**src/rtl/regpair_pkg.sv**
```systemverilog
package regpair_pkg;

    localparam int NPAIR  = 3;
    localparam int NREG   = 2 * NPAIR;
    localparam int RSEL_W = 3;
    localparam int PSEL_W = 2;
    localparam int OP_W   = 4;

    localparam logic [PSEL_W-1:0] PAIR_BC = 2'd0;
    localparam logic [PSEL_W-1:0] PAIR_DE = 2'd1;
    localparam logic [PSEL_W-1:0] PAIR_HL = 2'd2;

    localparam int IDX_D = 2;
    localparam int IDX_E = 3;
    localparam int IDX_H = 4;
    localparam int IDX_L = 5;

    typedef enum logic [OP_W-1:0] {
        OP_NOP    = 4'd0,
        OP_WRITE  = 4'd1,
        OP_COPY   = 4'd2,
        OP_LDPAIR = 4'd3,
        OP_INC    = 4'd4,
        OP_DEC    = 4'd5,
        OP_XCHG   = 4'd6,
        OP_ADDHL  = 4'd7,
        OP_TOSP   = 4'd8,
        OP_TOPC   = 4'd9
    } rp_op_e;

    function automatic logic reg_ok(input logic [RSEL_W-1:0] s);
        return int'(s) < NREG;
    endfunction

    function automatic logic pair_ok(input logic [PSEL_W-1:0] p);
        return int'(p) < NPAIR;
    endfunction

    function automatic int hi_of(input logic [PSEL_W-1:0] p);
        return 2 * int'(p);
    endfunction

    function automatic int lo_of(input logic [PSEL_W-1:0] p);
        return 2 * int'(p) + 1;
    endfunction

endpackage

```
**src/rtl/regpair_arith.sv**
```systemverilog
module regpair_arith #(
    parameter int W = 16
) (
    input  logic [W-1:0] a_i,
    input  logic [W-1:0] b_i,
    output logic [W-1:0] inc_o,
    output logic [W-1:0] dec_o,
    output logic [W-1:0] sum_o,
    output logic         carry_o
);
    logic [W:0] wide;

    assign wide    = {1'b0, a_i} + {1'b0, b_i};
    assign sum_o   = wide[W-1:0];
    assign carry_o = wide[W];
    assign inc_o   = a_i + W'(1);
    assign dec_o   = a_i - W'(1);
endmodule

```
**src/rtl/regpair_bank.sv**
```systemverilog
module regpair_bank #(
    parameter int BYTE_W = 8,
    parameter int NREG   = 6
) (
    input  logic                         clk_i,
    input  logic                         rst_i,
    input  logic [NREG-1:0]              we_i,
    input  logic [NREG-1:0][BYTE_W-1:0]  nxt_i,
    output logic [NREG-1:0][BYTE_W-1:0]  q_o
);
    for (genvar g = 0; g < NREG; g++) begin : g_reg
        always_ff @(posedge clk_i) begin
            if (rst_i)
                q_o[g] <= '0;
            else if (we_i[g])
                q_o[g] <= nxt_i[g];
        end
    end

    // a cycle with no write enable leaves every register as it was
    a_r10_hold_when_idle: assert property (@(posedge clk_i) disable iff (rst_i)
        (we_i == '0) |=> $stable(q_o));
endmodule

```
**src/rtl/regpair_file.sv**
```systemverilog
module regpair_file
    import regpair_pkg::*;
#(
    parameter int BYTE_W = 8
) (
    input  logic                clk_i,
    input  logic                rst_i,
    input  logic [OP_W-1:0]     op_i,
    input  logic [RSEL_W-1:0]   wr_sel_i,
    input  logic [RSEL_W-1:0]   rd_sel_i,
    input  logic [PSEL_W-1:0]   pair_sel_i,
    input  logic [BYTE_W-1:0]   wr_data_i,
    input  logic [2*BYTE_W-1:0] imm_i,
    output logic [BYTE_W-1:0]   rd_data_o,
    output logic [2*BYTE_W-1:0] hl_ptr_o,
    output logic                cy_o,
    output logic                cy_vld_o,
    output logic                xfer_sp_o,
    output logic                xfer_pc_o,
    output logic [2*BYTE_W-1:0] xfer_data_o
);
    localparam int PAIR_W = 2 * BYTE_W;

    rp_op_e                         op;
    logic [NREG-1:0]                we;
    logic [NREG-1:0][BYTE_W-1:0]    nxt;
    logic [NREG-1:0][BYTE_W-1:0]    q;
    logic [NPAIR-1:0][PAIR_W-1:0]   pv;
    logic [PAIR_W-1:0]              sel_pair, hl, de;
    logic [PAIR_W-1:0]              inc_v, dec_v, sum_v;
    logic                           carry_v;
    logic                           cy_d, vld_d;

    assign op = rp_op_e'(op_i);

    regpair_bank #(.BYTE_W(BYTE_W), .NREG(NREG)) u_bank (
        .clk_i (clk_i),
        .rst_i (rst_i),
        .we_i  (we),
        .nxt_i (nxt),
        .q_o   (q)
    );

    for (genvar p = 0; p < NPAIR; p++) begin : g_pair
        assign pv[p] = {q[2*p], q[2*p+1]};
    end

    assign hl       = pv[int'(PAIR_HL)];
    assign de       = pv[int'(PAIR_DE)];
    assign sel_pair = pair_ok(pair_sel_i) ? pv[pair_sel_i] : '0;

    regpair_arith #(.W(PAIR_W)) u_arith (
        .a_i     (sel_pair),
        .b_i     (hl),
        .inc_o   (inc_v),
        .dec_o   (dec_v),
        .sum_o   (sum_v),
        .carry_o (carry_v)
    );

    always_comb begin
        we    = '0;
        nxt   = q;
        cy_d  = 1'b0;
        vld_d = 1'b0;
        unique case (op)
            OP_WRITE: begin
                if (reg_ok(wr_sel_i)) begin
                    we[wr_sel_i]  = 1'b1;
                    nxt[wr_sel_i] = wr_data_i;
                end
            end
            OP_COPY: begin
                if (reg_ok(wr_sel_i) && reg_ok(rd_sel_i)) begin
                    we[wr_sel_i]  = 1'b1;
                    nxt[wr_sel_i] = q[rd_sel_i];
                end
            end
            OP_LDPAIR, OP_INC, OP_DEC: begin
                if (pair_ok(pair_sel_i)) begin
                    we[hi_of(pair_sel_i)] = 1'b1;
                    we[lo_of(pair_sel_i)] = 1'b1;
                    case (op)
                        OP_LDPAIR: {nxt[hi_of(pair_sel_i)], nxt[lo_of(pair_sel_i)]} = imm_i;
                        OP_INC:    {nxt[hi_of(pair_sel_i)], nxt[lo_of(pair_sel_i)]} = inc_v;
                        default:   {nxt[hi_of(pair_sel_i)], nxt[lo_of(pair_sel_i)]} = dec_v;
                    endcase
                end
            end
            OP_XCHG: begin
                we[IDX_D]  = 1'b1;
                we[IDX_E]  = 1'b1;
                we[IDX_H]  = 1'b1;
                we[IDX_L]  = 1'b1;
                nxt[IDX_H] = q[IDX_D];
                nxt[IDX_L] = q[IDX_E];
                nxt[IDX_D] = q[IDX_H];
                nxt[IDX_E] = q[IDX_L];
            end
            OP_ADDHL: begin
                if (pair_ok(pair_sel_i)) begin
                    we[IDX_H] = 1'b1;
                    we[IDX_L] = 1'b1;
                    {nxt[IDX_H], nxt[IDX_L]} = sum_v;
                    cy_d  = carry_v;
                    vld_d = 1'b1;
                end
            end
            default: ;
        endcase
    end

    always_ff @(posedge clk_i) begin
        if (rst_i) begin
            cy_o     <= 1'b0;
            cy_vld_o <= 1'b0;
        end else begin
            cy_o     <= cy_d;
            cy_vld_o <= vld_d;
        end
    end

    assign rd_data_o   = reg_ok(rd_sel_i) ? q[rd_sel_i] : '0;
    assign hl_ptr_o    = hl;
    assign xfer_sp_o   = (op == OP_TOSP);
    assign xfer_pc_o   = (op == OP_TOPC);
    assign xfer_data_o = hl;

    // a valid pair add produces a carry strobe in the next cycle
    a_r7_carry_strobe: assert property (@(posedge clk_i) disable iff (rst_i)
        (op == OP_ADDHL && pair_ok(pair_sel_i)) |=> cy_vld_o);

    // increment and decrement raise no flag output
    a_r5_no_flag: assert property (@(posedge clk_i) disable iff (rst_i)
        (op == OP_INC || op == OP_DEC) |=> (!cy_vld_o && !cy_o));

    // HL increment wraps modulo the pair width
    a_r5_hl_wrap_inc: assert property (@(posedge clk_i) disable iff (rst_i)
        (op == OP_INC && pair_sel_i == PAIR_HL) |=> hl_ptr_o == PAIR_W'($past(hl_ptr_o) + PAIR_W'(1)));

    // after a swap HL holds the former DE
    a_r6_swap_hl: assert property (@(posedge clk_i) disable iff (rst_i)
        (op == OP_XCHG) |=> hl_ptr_o == $past(de));

    // a transfer strobe leaves HL untouched
    a_r9_xfer_keeps_hl: assert property (@(posedge clk_i) disable iff (rst_i)
        (xfer_sp_o || xfer_pc_o) |=> $stable(hl_ptr_o));
endmodule

```
**config.mk**
```make
export PLATFORM = sky130hd
export DESIGN_NAME = regpair_file
export DESIGN_NICKNAME = d
export VERILOG_FILES = /design/src/rtl/regpair_pkg.sv /design/src/rtl/regpair_arith.sv /design/src/rtl/regpair_bank.sv /design/src/rtl/regpair_file.sv
export SDC_FILE = /design/constraint.sdc
export NUM_CORES = 1
export LEC_CHECK = 0
export BUFFER_PORTS_ARGS = -buffer_cell sky130_fd_sc_hd__buf_2
export CORE_UTILIZATION = 41
export DETAILED_ROUTE_END_ITERATION = 10
export REMOVE_ABC_BUFFERS = 1
export SLEW_MARGIN = 15
export SYNTH_ARGS = -nofsm -noshare
export SYNTH_HDL_FRONTEND = slang
export SYNTH_HIERARCHICAL = 1
export SYNTH_SLANG_ARGS = --single-unit
```
**constraint.sdc**
```tcl
create_clock -name clk_i -period 6.25 [get_ports clk_i]
set_input_delay 1.25 -clock clk_i [delete_from_list [all_inputs] [get_ports clk_i]]
set_output_delay 1.25 -clock clk_i [all_outputs]
set_load 0.005 [all_outputs]
```
==> results_dict.tcl, run 1 <==
set metrics [dict create \
    maxSlewHeadroom 0.160 \
    path_cells "buf_2, nor2b_2, nand2_1, o21ai_0, ha_1, nand4_1, nor3_1, nand3_1, xnor2_1, nor2b_1, a32oi_1, a311oi_1, o31a_1, a2bb2oi_1, mux2i_1, nor2_2" \
    synth.avg_cell_area_um2 7.54 \
    cts_buffers 5 \
    end_kind "flop" \
    path_buf_inv 1 \
    start_util 0.425 \
    fp.coreArea_mm2 0.0190 \
    max_slew.worst_pin.slew_ns 1.25 \
    critPathRequiredTime_ns 6.44 \
    crit_slowest_cell "nor2b_2" \
    cts_buffer_depth 2 \
    ys_warn_count 6 \
    cp-start-kind "input pin" \
    switching_share 0.391 \
    crit_arrival_ns 5.16 \
    synth-edff-count 0 \
    synthTopCellsByCount "nand2_1 (112), mux2i_1 (86), nor2_1 (82)" \
    yosysTopAreaCell "dfxtp_1" \
    cts_tree "done" \
    min_period_ns 4.97 \
    die_h_um 142 \
    drt_iter0_drc 1065 \
    hold_viol_final 0 \
    grt_pass1_wl_um 52600 \
    placed_area_mm2 0.00826 \
    io_pins 82 \
    drv_slew 0 \
    dieArea_mm2 0.0202 \
    whs_ns 0.627 \
    clkTransAtPathRegs_ns 0.08 \
    synth_cells 1069 \
    track_usage 0.351 \
    dr.pass1.iters 7 \
    synth_top_area_share 0.124 \
    synth.most_common_cell "nand2_1" \
    syn_area_mm2 0.00806 \
    grt_max_degree 43 \
    hpwl_um 25800 \
    finalCritPeriodShare 0.795 \
    seq_area_mm2 0.00100 \
    internal-power_uw 640 \
    grt_pass1_vias 8304 \
    max_freq_mhz 201 \
    status "complete, no violations" \
    num-fill-cells 1999 \
    clkSinkCount 50 \
    final_area_mm2 0.00843 \
    skew_ns 0.00605 \
    slowest_delay_ns 0.53 \
    final_util 0.445 \
    diodes 0 \
    synth.area.top_cells "dfxtp_1 (12%), mux2i_1 (11%), nand2_1 (5.2%)" \
    htree_levels 2 \
    grt_overflow 0 \
    antenna_found_initial 0 \
    clock_power_share 0.325 \
    die_w_um 142 \
    pwr-share-seq 0.325 \
    yosysSeqAreaShare 0.124 \
    hp-class "flop to flop" \
    place_congestion 1.03 \
    hold_buffers 0 \
    clk_latency_ns 0.31 \
    syn_to_final_growth_pct 4.64 \
    place_inst 1317 \
    synth.distinct_cells 98 \
    cts_root_buf "clkbuf_16" \
    switching_power_uw 411 \
    vias 9167 \
    finalWirelength_um 35900 \
    p_leak_nw 3.22 \
    post-cts-setup-buffers 0 \
    ir_drop_v 0.000101 \
    layout.nets 1121 \
    drc 0 \
    cap_violations 0 \
    cellPowerDensity_mw_per_mm2 125 \
    fin_tns_setup_ns 0 \
    pwr-share-comb 0.350 \
    portBuffers 81 \
    rows 50 \
    multiInputGateArea_mm2 0.00627 \
    async_reset_ff_frac 0 \
    drive_gt1_frac 0.190 \
    final_cells 1325 \
    ys.flop_type "dfxtp_1" \
    cp_max_fo 13 \
    crit_family "simple AND/OR/NAND/NOR gates" \
    routedWlPerCell_um 27.1 \
    rsz0062_at_grt "false" \
    cts_resized 0 \
    synth_seq_cells 50 \
    setup_viol_count_final 0 \
    via_per_inst 6.92 \
    ant_nets 0 \
    path_class "input pin to flop" \
]
[power by group through the flow]
stage	logic, mW	registers, mW	clock network [mW]
floorplan	0.210	0.340	0
global placement	0.355	0.348	0
detailed placement	0.355	0.348	0
CTS	0.356	0.340	0.343
global route	0.389	0.341	0.358
finish	0.368	0.342	0.341
[worst min-delay path, cell delays in order (launching register included)]
cell and delay [ns]:
dfxtp_1 0.39, mux2i_1 0.15, nor2_1 0.05
[logic make-up after synthesis]
| family | count (synthesis) | synth area share |
|---|---|---|
| adders and majority gates | 19 | 0.0304 |
| muxes | 100 | 0.138 |
| xor gates and xnor gates | 40 | 0.0435 |
| DFF | 50 | 0.124 |
| AOI/OAI and AO/OA | 337 | 0.308 |
| buffers and inverters | 138 | 0.0994 |
| and+or+nand+nor | 385 | 0.257 |
[registers in the layout, indices dropped and copies added (netlist names)]
| signal | count |
|---|---|
| cy_o | 1 |
| cy_vld_o | 1 |
| u_bank/q_o | 48 |
[worst paths after layout]
check,slack (ns),start,cells after the start,end
worst max-delay path,1.28,pair_sel_i[0],16,u_bank/q_o[20]$_SDFFE_PP0P_
worst min-delay path,0.63,u_bank/q_o[5]$_SDFFE_PP0P_,2,u_bank/q_o[5]$_SDFFE_PP0P_
worst max register to register,1.78,u_bank/q_o[41]$_SDFFE_PP0P_,14,u_bank/q_o[20]$_SDFFE_PP0P_
worst min register to register,0.63,u_bank/q_o[5]$_SDFFE_PP0P_,2,u_bank/q_o[5]$_SDFFE_PP0P_
[cell usage in the layout, fill, tap and decap left out, types with 8 or more instances in the layout]
cell type and n:
nor3_1 31, a311oi_1 12, buf_2 81, buf_4 25, xor2_1 22, nand2b_1 16
nand2_1 112, dfxtp_1 50, a21o_1 10, nand4_1 13, mux2i_1 86, o211ai_1 31
a221oi_1 12, o21ai_0 56, nand3_1 24, mux4_2 8, o2111ai_1 12, ha_1 18
xnor2_1 18, inv_1 19, nor2b_1 18, o221ai_1 13, a222oi_1 9, a2bb2oi_1 8
nor2_1 82, o31a_1 11, a21oi_1 64, nor2_2 23, a32oi_1 12
[layout make-up]
class,instances,area share
inverter,20,0.00891
timing repair buffer,106,0.0704
sequential,50,0.119
multi-input combinational,881,0.744
clock inverter,2,0.00445
tap,260,0.0386
clock buffer,6,0.0153
[through the flow]
stage	worst slack (ns)	total power, mW
floorplan	0.945	0.550
global placement	1.17	0.703
detailed placement	1.10	0.703
CTS	1.41	1.04
global route	1.05	1.09
finish	1.28	1.05
[layer usage]
layer / track usage / share of wire / vias up
met5: 0 / 0 / -
met4: 0.188 / 0.058 / 0
met3: 0.0774 / 0.11 / 147
met2: 0.540 / 0.43 / 659
met1: 0.455 / 0.40 / 4356
li1: - / - / 4005
Power figures use the tool's default switching activity.
==> run 2, diff against run 1 <==
--- a/config.mk
+++ b/config.mk
@@ -5,6 +5,7 @@
 export SDC_FILE = /design/constraint.sdc
 export NUM_CORES = 1
 export LEC_CHECK = 0
+export ABC_AREA = 1
 export BUFFER_PORTS_ARGS = -buffer_cell sky130_fd_sc_hd__buf_2
 export CORE_UTILIZATION = 41
 export DETAILED_ROUTE_END_ITERATION = 10
==> constraint.sdc (replaced) <==
create_clock -name clk_i -period 4.1 [get_ports clk_i]
set_input_delay 0.82 -clock clk_i [delete_from_list [all_inputs] [get_ports clk_i]]
set_output_delay 0.82 -clock clk_i [all_outputs]
set_load 0.005 [all_outputs]
==> run 2 against run 1 <==
- sequential power grew 63%
- sequential share of layout area shrank 2.0 points
- first-iteration DRC count grew 33%
- clock-buffer cell count is the same
- clock power grew 47%
- critical endpoint is now u_bank/q_o[46]$_SDFFE_PP0P_
- wire length grew 24%
- via count grew 37%
- hold slack lost 0.14 ns
- register-to-register slack lost 0.98 ns
- setup slack lost 1.1 ns
- core utilization grew 0.46 points
==> results_dict.tcl, run 2 <==
set metrics [dict create \
    finalWirelength_um 44700 \
    yosysSeqAreaShare 0.106 \
    die_h_um 154 \
    synth_seq_cells 50 \
    cp-start-kind "input pin" \
    skew_ns 0.0108 \
    fin_tns_setup_ns 0 \
    ys.flop_type "dfxtp_1" \
    grt_overflow 0 \
    via_per_inst 5.73 \
    cts_buffers 5 \
    hold_viol_final 0 \
    layout_commonest_cell "nand2_1" \
    diodes 0 \
    antenna_found_initial 0 \
    ant_nets 0 \
    largest-register "u_bank/q_o" \
    min_period_ns 3.87 \
    drc 0 \
    ys_warn_count 6 \
    status "complete, no violations" \
    synth_cells 1875 \
    max_slew.worst_pin.slew_ns 1.12 \
    crit_arrival_ns 4.14 \
    drv_slew 0 \
    total_power_mw 2.17 \
    finalCritPeriodShare 0.945 \
    p_leak_nw 4.89 \
    cts_root_buf "clkbuf_16" \
    synth.area.top_cells "nand2_1 (25%), dfxtp_1 (11%), nand3_1 (10%)" \
    layout_common_cells "nand2_1 (621), nor2_1 (238), inv_1 (207)" \
    cap_violations 0 \
    ir_drop_v 0.000157 \
    grt_pass1_vias 11100 \
    max_freq_mhz 258 \
    start_util 0.418 \
    drt_iter0_drc 1418 \
    vias 12500 \
    rsz0062_at_grt "false" \
    end_kind "flop" \
    clk_latency_ns 0.32 \
    path_class "input pin to flop" \
    rows 55 \
    portBuffers 81 \
    grt_pass1_wl_um 66600 \
    dr.pass1.iters 8 \
    reg.largest.list "u_bank/q_o (48), cy_o (1), cy_vld_o (1)" \
    reg2reg_depth 20 \
    final_area_mm2 0.0102 \
    synth-edff-count 0 \
    synth_top_area_share 0.246 \
    io_pins 82 \
    routedWlPerCell_um 20.4 \
    hold_buffers 0 \
    cellPowerDensity_mw_per_mm2 213 \
    cts_resized 0 \
    layout.nets 1959 \
    async_reset_ff_frac 0 \
    synthTopCellsByCount "nand2_1 (621), nor2_1 (240), inv_1 (207)" \
    setup_viol_count_final 0 \
    drive_gt1_frac 0.105 \
    place_congestion 1.04 \
    holdPathStages 2 \
    cp_max_fo 24 \
    yosysTopAreaCell "nand2_1" \
    hpwl_um 32900 \
    synth.most_common_cell "nand2_1" \
    die_w_um 154 \
    synth.avg_cell_area_um2 5.05 \
    syn_area_mm2 0.00947 \
    clkTransAtPathRegs_ns 0.08 \
    whs_ns 0.491 \
    dieArea_mm2 0.0237 \
    maxSlewHeadroom 0.252 \
    track_usage 0.371 \
    grt_max_degree 49 \
    largest_reg_flops 48 \
    synth.distinct_cells 41 \
    hp-class "flop to flop" \
    fp.coreArea_mm2 0.0226 \
    htree_levels 2 \
    clkSinkCount 50 \
    cts_buffer_depth 2 \
    syn_to_final_growth_pct 7.38 \
    cts_tree "done" \
    placed_area_mm2 0.0100 \
    post-cts-setup-buffers 0 \
    critPathRequiredTime_ns 4.37 \
]
## run 2: changes by cell type after synthesis, moves of 67 or more
cell     change
inv_1      +188
mux2i_1     -86
nand2_1    +509
nand3_1    +166
nor2_1     +158
o21ai_0     +67
## run 2: area by class of cell
type / instances / area, um2
fillers: 2612 / 12500
multi-input cells: 1478 / 6910
flip-flops and latches: 50 / 1000
repair buffers: 141 / 893
inverters: 226 / 851
well taps: 285 / 357
clock buffers: 6 / 139
clock inverters: 2 / 17.5
## run 2: final timing paths
kind / startpoint / to / slack, ns
setup / recovery: pair_sel_i[1] / u_bank/q_o[46]$_SDFFE_PP0P_ / 0.23
hold / removal: u_bank/q_o[10]$_SDFFE_PP0P_ / u_bank/q_o[10]$_SDFFE_PP0P_ / 0.49
setup reg to reg: u_bank/q_o[42]$_SDFFE_PP0P_ / u_bank/q_o[37]$_SDFFE_PP0P_ / 0.80
hold reg to reg: u_bank/q_o[10]$_SDFFE_PP0P_ / u_bank/q_o[10]$_SDFFE_PP0P_ / 0.49
## run 2: where the power goes
part           switching (mW)  internal [mW]  leakage, nW  total (mW)
clock network           0.252          0.248       0.0770       0.500
registers              0.0438          0.515        0.408       0.559
logic                   0.776          0.335         4.41        1.11
total                    1.07           1.10         4.89        2.17
## run 2: metrics by stage
step	util	worst slack, ns	cells
5_1_grt	0.449	0.0429	2188
3_5_place_dp	0.442	0.0484	2180
3_3_place_gp	0.442	0.0496	2180
6_report	0.449	0.227	2188
4_1_cts	0.449	0.373	2188
2_1_floorplan	-	-0.159	1754
## run 2: cell families (layout without fill, tap and decap cells)
kind of cell	after synthesis	after routing	share of synthesized area
adders and majority gates	19	19	0.0259
buffers and inverters	347	375	0.167
AOI/OAI and AO/OA	275	275	0.157
DFF	50	50	0.106
xor gates and xnor gates	31	31	0.0287
and+or+nand+nor	1153	1153	0.515
## run 2: layer usage
metal,track usage,wire (um)
met5,0,0
met4,0.240,3120
met2,0.587,19300
met1,0.471,18100
met3,0.0538,4160
## run 2: worst max-delay path, cell delays in order
cell and delay (ns):
buf_2 0.21, nor2_2 0.09, buf_12 0.18, a22oi_1 0.37, o21ai_0 0.26, buf_4 0.22, nor2_2 0.17, nand2_1 0.18
inv_2 0.09, nand2_1 0.10, nor2_2 0.15, buf_4 0.15, xor2_1 0.35, o21ai_0 0.17, nand2_1 0.09, nand3_1 0.09
nand3_1 0.13, nand2_1 0.07, inv_1 0.05, inv_1 0.03, nand2_1 0.04, nand2_1 0.05, nor2_1 0.11
